$ cat src/rtl/dmacr_pkg.sv
package dmacr_pkg;
  typedef enum logic [1:0] {
    OP_WRITE = 2'd0,
    OP_SET   = 2'd1,
    OP_CLR   = 2'd2,
    OP_TOG   = 2'd3
  } alias_op_e;

  localparam int NREG      = 4;
  localparam int REG_CTRL  = 0;
  localparam int REG_IRQ   = 1;
  localparam int REG_ERR   = 2;
  localparam int REG_CHCTL = 3;

  localparam int GATE_LSB  = 8;
  localparam int IEN_LSB   = 16;
  localparam int RST_LSB   = 16;
  localparam int B8_BIT    = 31;
  localparam int PB_BIT    = 30;
  localparam int MAP_BITS  = 6;
endpackage

$ cat src/rtl/dmacr_decode.sv
module dmacr_decode
  import dmacr_pkg::*;
#(
  parameter int AW = 8
) (
  input  logic          wr_en,
  input  logic [AW-1:0] addr,
  output logic          hit,
  output logic [1:0]    reg_sel,
  output alias_op_e     op,
  output logic [NREG-1:0] wr_sel
);
  localparam int HI_W = AW - MAP_BITS;

  always_comb begin
    hit     = (addr[AW-1:MAP_BITS] == HI_W'(0)) && (addr[1:0] == 2'b00);
    reg_sel = addr[5:4];
    op      = alias_op_e'(addr[3:2]);
    for (int i = 0; i < NREG; i++) begin
      wr_sel[i] = wr_en && hit && (reg_sel == 2'(i));
    end
  end
endmodule

$ cat src/rtl/dmacr_bitop.sv
module dmacr_bitop
  import dmacr_pkg::*;
#(
  parameter int DW = 32
) (
  input  logic [DW-1:0] cur,
  input  logic [DW-1:0] wdata,
  input  alias_op_e     op,
  input  logic [DW-1:0] mask,
  output logic [DW-1:0] nxt
);
  logic [DW-1:0] raw;

  always_comb begin
    unique case (op)
      OP_WRITE: raw = wdata;
      OP_SET:   raw = cur | wdata;
      OP_CLR:   raw = cur & ~wdata;
      default:  raw = cur ^ wdata;
    endcase
    nxt = raw & mask;
  end
endmodule

$ cat src/rtl/dmacr_reg.sv
module dmacr_reg #(
  parameter int              DW        = 32,
  parameter logic [DW-1:0]   RESET_VAL = '0
) (
  input  logic          clk,
  input  logic          rst_n,
  input  logic          we,
  input  logic [DW-1:0] nxt,
  input  logic [DW-1:0] set_bits,
  output logic [DW-1:0] q
);
  // Hardware set events are ORed after the software update, so they win.
  always_ff @(posedge clk or negedge rst_n) begin
    if (!rst_n) q <= RESET_VAL;
    else        q <= (we ? nxt : q) | set_bits;
  end
endmodule

$ cat src/rtl/dma_ctl_regs.sv
module dma_ctl_regs
  import dmacr_pkg::*;
#(
  parameter int NCH = 8,
  parameter int AW  = 8,
  parameter int DW  = 32
) (
  input  logic           clk,
  input  logic           rst_n,
  input  logic           wr_en,
  input  logic [AW-1:0]  addr,
  input  logic [DW-1:0]  wdata,
  output logic [DW-1:0]  rdata,
  input  logic [NCH-1:0] done_evt,
  input  logic [NCH-1:0] err_evt,
  output logic [NCH-1:0] clk_gate,
  output logic           burst8_en,
  output logic           pburst_en,
  output logic [NCH-1:0] freeze,
  output logic [NCH-1:0] ch_reset,
  output logic [NCH-1:0] chan_pending,
  output logic           irq
);
  localparam logic [DW-1:0] CH_ONES    = DW'((64'd1 << NCH) - 64'd1);
  localparam logic [DW-1:0] GATE_FIELD = CH_ONES << GATE_LSB;
  localparam logic [DW-1:0] CTRL_MASK  = GATE_FIELD | (DW'(1) << B8_BIT) | (DW'(1) << PB_BIT);
  localparam logic [DW-1:0] IRQ_MASK   = CH_ONES | (CH_ONES << IEN_LSB);
  localparam logic [DW-1:0] ERR_MASK   = CH_ONES;
  localparam logic [DW-1:0] CHCTL_MASK = CH_ONES;

  function automatic logic [DW-1:0] reg_mask(input int idx);
    case (idx)
      REG_CTRL: return CTRL_MASK;
      REG_IRQ:  return IRQ_MASK;
      REG_ERR:  return ERR_MASK;
      default:  return CHCTL_MASK;
    endcase
  endfunction

  logic            hit;
  logic [1:0]      reg_sel;
  alias_op_e       op;
  logic [NREG-1:0] wr_sel;
  logic [DW-1:0]   q   [NREG];
  logic [DW-1:0]   nxt [NREG];
  logic [DW-1:0]   setb[NREG];
  logic [NCH-1:0]  rst_q;

  dmacr_decode #(.AW(AW)) dec_i (
    .wr_en(wr_en), .addr(addr), .hit(hit), .reg_sel(reg_sel), .op(op), .wr_sel(wr_sel)
  );

  always_comb begin
    for (int i = 0; i < NREG; i++) setb[i] = '0;
    setb[REG_IRQ] = DW'(done_evt);
    setb[REG_ERR] = DW'(err_evt);
  end

  for (genvar g = 0; g < NREG; g++) begin : g_reg
    dmacr_bitop #(.DW(DW)) op_i (
      .cur(q[g]), .wdata(wdata), .op(op), .mask(reg_mask(g)), .nxt(nxt[g])
    );
    dmacr_reg #(.DW(DW), .RESET_VAL((g == REG_CTRL) ? GATE_FIELD : '0)) reg_i (
      .clk(clk), .rst_n(rst_n), .we(wr_sel[g]), .nxt(nxt[g]), .set_bits(setb[g]), .q(q[g])
    );
  end

  // Reset field is not stored: a write produces a single-cycle pulse.
  always_ff @(posedge clk or negedge rst_n) begin
    if (!rst_n)                rst_q <= '0;
    else if (wr_sel[REG_CHCTL]) rst_q <= (op != OP_CLR) ? wdata[RST_LSB +: NCH] : '0;
    else                       rst_q <= '0;
  end

  always_comb begin
    rdata        = hit ? q[reg_sel] : '0;
    clk_gate     = q[REG_CTRL][GATE_LSB +: NCH];
    burst8_en    = q[REG_CTRL][B8_BIT];
    pburst_en    = q[REG_CTRL][PB_BIT];
    freeze       = q[REG_CHCTL][NCH-1:0];
    ch_reset     = rst_q;
    chan_pending = q[REG_IRQ][NCH-1:0] | q[REG_ERR][NCH-1:0];
    irq          = |((q[REG_IRQ][NCH-1:0] & q[REG_IRQ][IEN_LSB +: NCH]) | q[REG_ERR][NCH-1:0]);
  end
endmodule

$ cat config.mk
export PLATFORM = sky130hd
export DESIGN_NAME = dma_ctl_regs
export DESIGN_NICKNAME = d
export VERILOG_FILES = /design/src/rtl/dmacr_pkg.sv /design/src/rtl/dmacr_decode.sv /design/src/rtl/dmacr_bitop.sv /design/src/rtl/dmacr_reg.sv /design/src/rtl/dma_ctl_regs.sv
export SDC_FILE = /design/constraint.sdc
export NUM_CORES = 1
export LEC_CHECK = 0
export BUFFER_PORTS_ARGS = -buffer_cell sky130_fd_sc_hd__buf_2
export CAP_MARGIN = 0
export CORE_MARGIN = 5
export CORE_UTILIZATION = 60
export CTS_BUF_LIST = sky130_fd_sc_hd__clkbuf_4 sky130_fd_sc_hd__clkbuf_8
export DETAILED_ROUTE_END_ITERATION = 8
export GPL_TIMING_DRIVEN = 0
export MAX_ROUTING_LAYER = met4
export PLACE_DENSITY = 0.78
export REMOVE_ABC_BUFFERS = 1
export SKIP_LAST_GASP = 1
export SLEW_MARGIN = 0
export SYNTH_ARGS = -nofsm -noshare
export SYNTH_HDL_FRONTEND = slang
export SYNTH_HIERARCHICAL = 1
export SYNTH_SLANG_ARGS = --single-unit
$ cat constraint.sdc
create_clock -name clk -period 2.5 [get_ports clk]
set_input_delay 0.25 -clock clk [delete_from_list [all_inputs] [get_ports clk]]
set_output_delay 0.25 -clock clk [all_outputs]
set_load 0.005 [all_outputs]
==> metrics.md, run 1 <==
| Metric | Value |
|---|---|
| Synthesized flop and latch total | `approximately 140` |
| Worst slew margin | `roughly 33%` |
| Grt ovf | `0` |
| Clock buffer depth | `2` |
| Nets@finish | `between 2000 and 2500` |
| Final TNS setup | `0 ns` |
| Top sig layer | `met4` |
| # DRC | `0` |
| Hold Path Sink | `g_reg[1].reg_i/q[2]$_DFF_PN0_` |
| Fmax | `around 430 MHz` |
| Critical path data arrival time | `~2.7 ns` |
| DP Area | `between 0.015 and 0.02 mm²` |
| Critical Path End Type | `register` |
| Fillers | `2018` |
| Final Util | `between 60% and 70%` |
| Sequential fraction of the synthesis area | `around 22%` |
| Sw Ratio | `between 20% and 30%` |
| Pre-Repair DR Iteration Count | `5` |
| Ports | `between 100 and 150` |
| Post-CTS setup buffer count | `0` |
| FF-to-FF path depth | `5` |
| Largest family of logic cells by synthesized area | `multiplexers` |
| Fraction of layout cells with a size suffix above 1 | `~17%` |
| Final Instance Area | `between 0.015 and 0.02 mm²` |
| Antenna violations before repair | `0` |
| Worst-path clk slew | `around 0.090 ns` |
| Post-Synth XOR/XNOR Area | `0%` |
| Startpoint types | `input port` |
| Max cap viols | `0` |
| RR Startpoint | `g_reg[1].reg_i/q[2]$_DFF_PN0_` |
| Power density cells | `~310 mW/mm²` |
| Hold Vio Cnt, Final | `0` |
| Worst Clk Skew | `0 ns` |
| WL met1 | `14.3 mm` |
| Global Route Usage Sum | `24.6%` |
| Required @ worst endpoint | `approximately 2.9 ns` |
| Fin crit share | `around 93%` |
| Die area | `about 0.030 mm²` |
| Area contributors post-synth | `dfrtp_1 (20%), ha_1 (20%), mux4_2 (16%)` |
| Post-Synth Adder-Cell Area | `around a fifth` |
| Yosys warnings | `6` |
| Sequential cell area | `around 0.0034 mm²` |
| Initial Util | `between 60% and 70%` |
| TritonCTS buffer count | `17` |
| Wire length on met2 | `about 18 mm` |
| Hold WS | `~0.033 ns` |
| Yosys top cell area share | `20.4%` |
| Number of placed cells counting well taps | `2117` |
| DIE WIDTH | `between 150 and 200 µm` |
| Status | `completed` |
| # port buffers | `125` |
| Avg Synthesized Cell Area | `between 10 and 15 µm²` |
| Multi-input combinational cell area | `approximately 0.011 mm²` |
| Wire per inst | `~16 µm` |
| Via count | `11361` |
| Worst vdd ir | `0.269 mV` |
| Final Routed Wirelength | `around 34 mm` |
| Cells on Worst Hold Path | `2` |
| Compound-Gate Fraction of Synth Area | `under 10%` |
| CORE AREA | `0.0259 mm²` |
| Int Pwr | `roughly 3.8 mW` |
| Detailed Route Iter0 Violations | `525` |
| R2r setup slk | `roughly 0.6 ns` |
| Mapped Cells | `about 1500` |
| WS Path Type | `in2reg` |
| Sw Pwr | `around 1.6 mW` |
| Reg-to-Reg End | `g_reg[1].reg_i/q[2]$_DFF_PN0_` |
| Unrepaired setup endpoints after global routing | `no` |
| Part of the power in registers | `about two fifths` |
| Logic pwr share | `between 20% and 30%` |
| TritonCTS clock tree | `built` |
| Distinct cells, synth | `30` |
| GP Congestion | `roughly 0.75` |
| Vias per cell | `5.25` |
| Final setup viols | `0` |
| Dominant cell type by area after synthesis | `dfrtp_1` |
| Critical path fanouts, max | `43` |
| HP Start | `done_evt[2]` |
| Slew Limit Fails | `0` |
| Antenna viol nets, final | `0` |
| Largest net degree at the start of global routing | `between 90 and 100` |
| Ant diodes | `0` |
| Worst-Skew Late Latency | `0.45 ns` |
| Post-Syn Area | `0.0157 mm²` |
| CTS Sinks | `136` |
| Die height | `172 µm` |
| Vias in the first global route | `around 12000` |
| Worst slew pin tran | `about 1.0 ns` |
| H-tree levels | `4` |
| Met3 wire len | `between 1 and 1.5 mm` |
| Root Buffer | `clkbuf_8` |
| Post-Synth Simple-Gate Area | `about an eighth` |
| Synth-to-Final Area Change | `12.4%` |
| HPWL after detailed placement | `~22 mm` |
| # rows | `59` |
| Mux cell area share after synthesis | `~22%` |
| Clock group share of total power | `roughly 38%` |
| Static Leakage | `about 9 nW` |
| Fin crit period | `around 2.3 ns` |
| Finished Layout Cells | `around 2200` |
| First-pass GRT wire length | `around 57 mm` |
| Worst hold path type | `in2reg` |
-- sequential cells by signal, summed over array words and instances (netlist names) --
signal,cells
g.reg_i/q,128
ch_reset,8
-- cells by family (layout without fill, tap and decap cells) --
kind of cell,after synthesis,in the layout
compound gates,169,169
fa+ha+maj,256,256
buf+inv,452,555
flops,136,136
mux,148,148
other cells,2,240
simple gates,326,326
-- repair_timing --
action,in CTS,in global routing
endpoints found under the hold margin,61,0
endpoints found under the setup margin,36,0
hold buffers,16,0
gates resized for setup,4,0
-- power groups by stage --
stage	clock (mW)	sequential, mW	combinational [mW]
after CTS	2.10	2.23	1.14
final	2.05	2.23	1.14
after floorplan	0	2.27	0.683
after global routing	2.19	2.24	1.29
after detailed placement	0	2.28	1.11
after global placement	0	2.27	1.08
-- layout by cell type (no fill, tap or decap), types with 8 or more instances in the layout --
master	count
dlygate4sd3_1	16
ha_1	256
conb_1	240
nor2b_1	128
clkbuf_8	19
buf_2	120
and2_1	156
o21ai_0	12
dfstp_2	8
o211a_1	12
mux4_1	34
or2_2	8
a211o_1	128
dfrtp_1	128
inv_1	373
mux4_2	114
o211ai_1	12
nand2_1	24
-- worst max path at each step --
stage,from,to,slack [ns],cells past startpoint
after global placement,addr[7],ch_reset[0]$_DFF_PN0_,-4.12,5
final,addr[7],ch_reset[7]$_DFF_PN0_,0.17,8
after detailed placement,addr[4],ch_reset[6]$_DFF_PN0_,-1.29,6
after CTS,addr[7],g_reg[0].reg_i/q[24]$_DFF_PN0_,0.08,6
after floorplan,addr[7],ch_reset[0]$_DFF_PN0_,-0.47,4
after global routing,addr[7],ch_reset[7]$_DFF_PN0_,0.0007,8
-- cell type report --
class | instances | area share, %
inverters | 373 | 7.93
multi-input cells | 1139 | 62.4
clock buffers | 21 | 1.57
clock inverters | 11 | 0.836
flip-flops and latches | 136 | 19.3
well taps | 335 | 2.37
repair buffers | 150 | 5.58
-- Yosys cell counts (all sizes together) --
cell	n
buf	76
nor4	3
a211o	128
or2	8
inv	373
nand3	1
and3	1
nor2	1
dfrtp	128
o21ai	12
o211ai	12
clkbuf	3
and4b	2
conb	2
a21boi	1
a22oi	4
and2	156
mux4	148
nor2b	128
and4	2
dfstp	8
o211a	12
nand2	24
ha	256
-- layer usage --
metal	GRT usage, %	vias up
met2	43.3	216
met3	4.07	48
li1	-	5407
met1	29.5	5690
met4	6.53	0
met5	-	-
-- critical path: stages --
cell,delay [ns]
buf_2,0.11
nor4_4,0.49
buf_6,0.26
and4_4,0.46
buf_12,0.28
a21boi_2,0.49
buf_6,0.22
and2_1,0.13
-- through the flow --
| step | setup WS [ns] | total power [mW] |
|---|---|---|
| floorplan | -0.475 | 2.95 |
| global placement | -4.12 | 3.35 |
| detailed placement | -1.29 | 3.39 |
| CTS | 0.0758 | 5.47 |
| global route | 0.000721 | 5.72 |
| finish | 0.175 | 5.43 |
No activity file was read; power rests on OpenSTA's default activity.
==> run 2, diff against run 1 <==
MAX_ROUTING_LAYER = unset   (was met4)
==> run 2 against run 1 <==
Largest cell class unchanged. Combinational power hardly changed. Sequential power barely moved. Global-route usage fell by 0.68 points. Die area unchanged. Core utilization stayed put. Via count barely moved. Sequential share of layout area is the same. Worst setup slack improved by 0.0026 ns. Maximum frequency grew 0.11%. Critical endpoint unchanged. Non-clock buffer count unchanged. Final cell count stayed put. Worst hold slack worse by 0.0035 ns. Largest power group unchanged.
==> metrics.md, run 2 (same netlist as run 1, synthesis figures left out) <==
| Metric | Value |
|---|---|
| Status | `completed` |
| Fin crit share | `92.9% (-0.11 points)` |
| Worst slew pin tran | `1.00 ns (-0.00880 ns)` |
| DP Area | `0.0171 mm² (unchanged)` |
| CTS Sinks | `136 (unchanged)` |
| Most common cell after layout, fill and taps aside | `inv_1` |
| Wire length on met2 | `17.8 mm (about the same)` |
| Hold Vio Cnt, Final | `0 (unchanged)` |
| First-pass GRT wire length | `56.5 mm (about the same)` |
| Required @ worst endpoint | `2.90 ns (about the same)` |
| Die area | `0.0295 mm² (unchanged)` |
| Vias in the first global route | `11813 (-0.10%)` |
| CORE AREA | `0.0259 mm² (unchanged)` |
| Fraction of layout cells with a size suffix above 1 | `16.5% (unchanged)` |
| TritonCTS buffer count | `17 (unchanged)` |
| Max FFs per register | `128 (unchanged)` |
| Cells on Worst Hold Path | `2 (unchanged)` |
| Global Route Usage Sum | `23.9% (-0.68 points)` |
| Fin crit period | `2.32 ns (-0.00263 ns)` |
| WS Path Type | `in2reg` |
| Commonest cells after routing, fill and taps aside | `inv_1 (373), ha_1 (256), conb_1 (240)` |
| Via count | `11356 (-0.044%)` |
| Startpoint types | `input port` |
| GP Congestion | `0.745 (-1.2%)` |
| Final Routed Wirelength | `34.0 mm (about the same)` |
| Met3 wire len | `1.47 mm (+2.8%)` |
| Static Leakage | `8.97 nW (unchanged)` |
| H-tree levels | `4 (unchanged)` |
| Power density cells | `307 mW/mm² (about the same)` |
| FF-to-FF path depth | `5 (unchanged)` |
| Post-CTS setup buffer count | `0 (unchanged)` |
| HPWL after detailed placement | `22.5 mm (unchanged)` |
| Worst vdd ir | `0.269 mV (about the same)` |
| Root Buffer | `clkbuf_8` |
| TritonCTS clock tree | `built` |
| Worst slew margin | `33.3% (+0.59 points)` |
| # port buffers | `125 (unchanged)` |
| Worst-path clk slew | `0.09 ns (about the same)` |
| Final TNS setup | `0 ns (unchanged)` |
| Fillers | `2018 (unchanged)` |
| Synth-to-Final Area Change | `12.4% (unchanged)` |
| Worst hold path type | `in2reg` |
| Antenna violations before repair | `0 (unchanged)` |
| Worst Clk Skew | `0 ns (unchanged)` |
| Pre-Repair DR Iteration Count | `5 (unchanged)` |
| Top sig layer | `met4` |
| Detailed Route Iter0 Violations | `522 (-0.57%)` |
| Grt ovf | `0 (unchanged)` |
| Wire per inst | `15.7 µm (about the same)` |
| Die height | `172 µm (unchanged)` |
| Worst-Skew Late Latency | `0.45 ns (about the same)` |
| Critical path fanouts, max | `43 (unchanged)` |
| DIE WIDTH | `172 µm (unchanged)` |
| Clock buffer depth | `2 (unchanged)` |
| Largest net degree at the start of global routing | `95 (unchanged)` |
| Reg with most FFs | `g.reg_i/q` |
| Initial Util | `60.6% (unchanged)` |
| Antenna viol nets, final | `0 (unchanged)` |
| Fmax | `431 MHz (+0.11%)` |
| Ports | `126 (unchanged)` |
| Vias per cell | `5.25 (about the same)` |
| Unrepaired setup endpoints after global routing | `no` |
| Ant diodes | `0 (unchanged)` |
| Hold WS | `0.0291 ns (-0.00351 ns)` |
| WL met1 | `14.2 mm (-0.41%)` |
| # rows | `59 (unchanged)` |
| Max cap viols | `0 (unchanged)` |
| Slew Limit Fails | `0 (unchanged)` |
| # DRC | `0 (unchanged)` |
| Final Instance Area | `0.0177 mm² (unchanged)` |
| Final setup viols | `0 (unchanged)` |
| Critical Path End Type | `register` |
| Nets@finish | `2132 (unchanged)` |
| Critical path data arrival time | `2.72 ns (about the same)` |
## run 2: cell counts in the layout (fill, tap and decap cells not counted)
Identical to the previous run, type by type.
## run 2: worst paths after layout
path | startpoint | end | slack [ns]
worst max-delay path | addr[7] | ch_reset[7]$_DFF_PN0_ | 0.18
worst min-delay path | done_evt[2] | g_reg[1].reg_i/q[2]$_DFF_PN0_ | 0.03
worst max register to register | g_reg[1].reg_i/q[2]$_DFF_PN0_ | g_reg[1].reg_i/q[2]$_DFF_PN0_ | 0.61
worst min register to register | g_reg[2].reg_i/q[26]$_DFF_PN0_ | g_reg[2].reg_i/q[26]$_DFF_PN0_ | 0.66
max in group asynchronous | rst_n | ch_reset[7]$_DFF_PN0_ | 1.24
min in group asynchronous | rst_n | ch_reset[3]$_DFF_PN0_ | 0.34
## run 2: timing repair
action                                  in CTS  in global routing
resized for setup                            4                  0
endpoints found under the setup margin      36                  0
hold endpoints to repair                    61                  0
hold buffers                                16                  0
## run 2: where the power goes
part	switching, mW	internal [mW]
clock	0.990	1.06
sequential	0.0185	2.21
combinational	0.575	0.566
## run 2: worst max-delay path, stage by stage
cell	delay, ns
buf_2	0.11
nor4_4	0.49
buf_6	0.26
and4_4	0.46
buf_12	0.28
a21boi_2	0.49
buf_6	0.21
and2_1	0.13
## run 2: layer usage
metal / track usage (%) / up-vias
met2: 43.3 / 202
met4: 6.43 / 0
met1: 29.4 / 5700
li1: - / 5406
met3: 4.44 / 48
met5: 0 / -
## run 2: layout make-up
class                   count  area [µm²]  share of cell area, %
multi-input cells        1139       11000                   62.4
clock buffers              21         277                   1.57
flip-flops and latches    136        3410                   19.3
well taps                 335         419                   2.37
inverters                 373        1400                   7.93
clock inverters            11         148                  0.836
repair buffers            150         985                   5.58
## run 2: metrics by stage
step | std cells | worst slack (ns) | utilization, % | total power [mW]
after floorplan | 1648 | -0.475 | - | 2.95
after global placement | 2108 | -4.12 | 65.1 | 3.35
after detailed placement | 2117 | -1.29 | 65.8 | 3.39
after CTS | 2165 | 0.0758 | 68.1 | 5.47
after global routing | 2165 | 0.00665 | 68.1 | 5.72
final | 2165 | 0.178 | 68.1 | 5.43
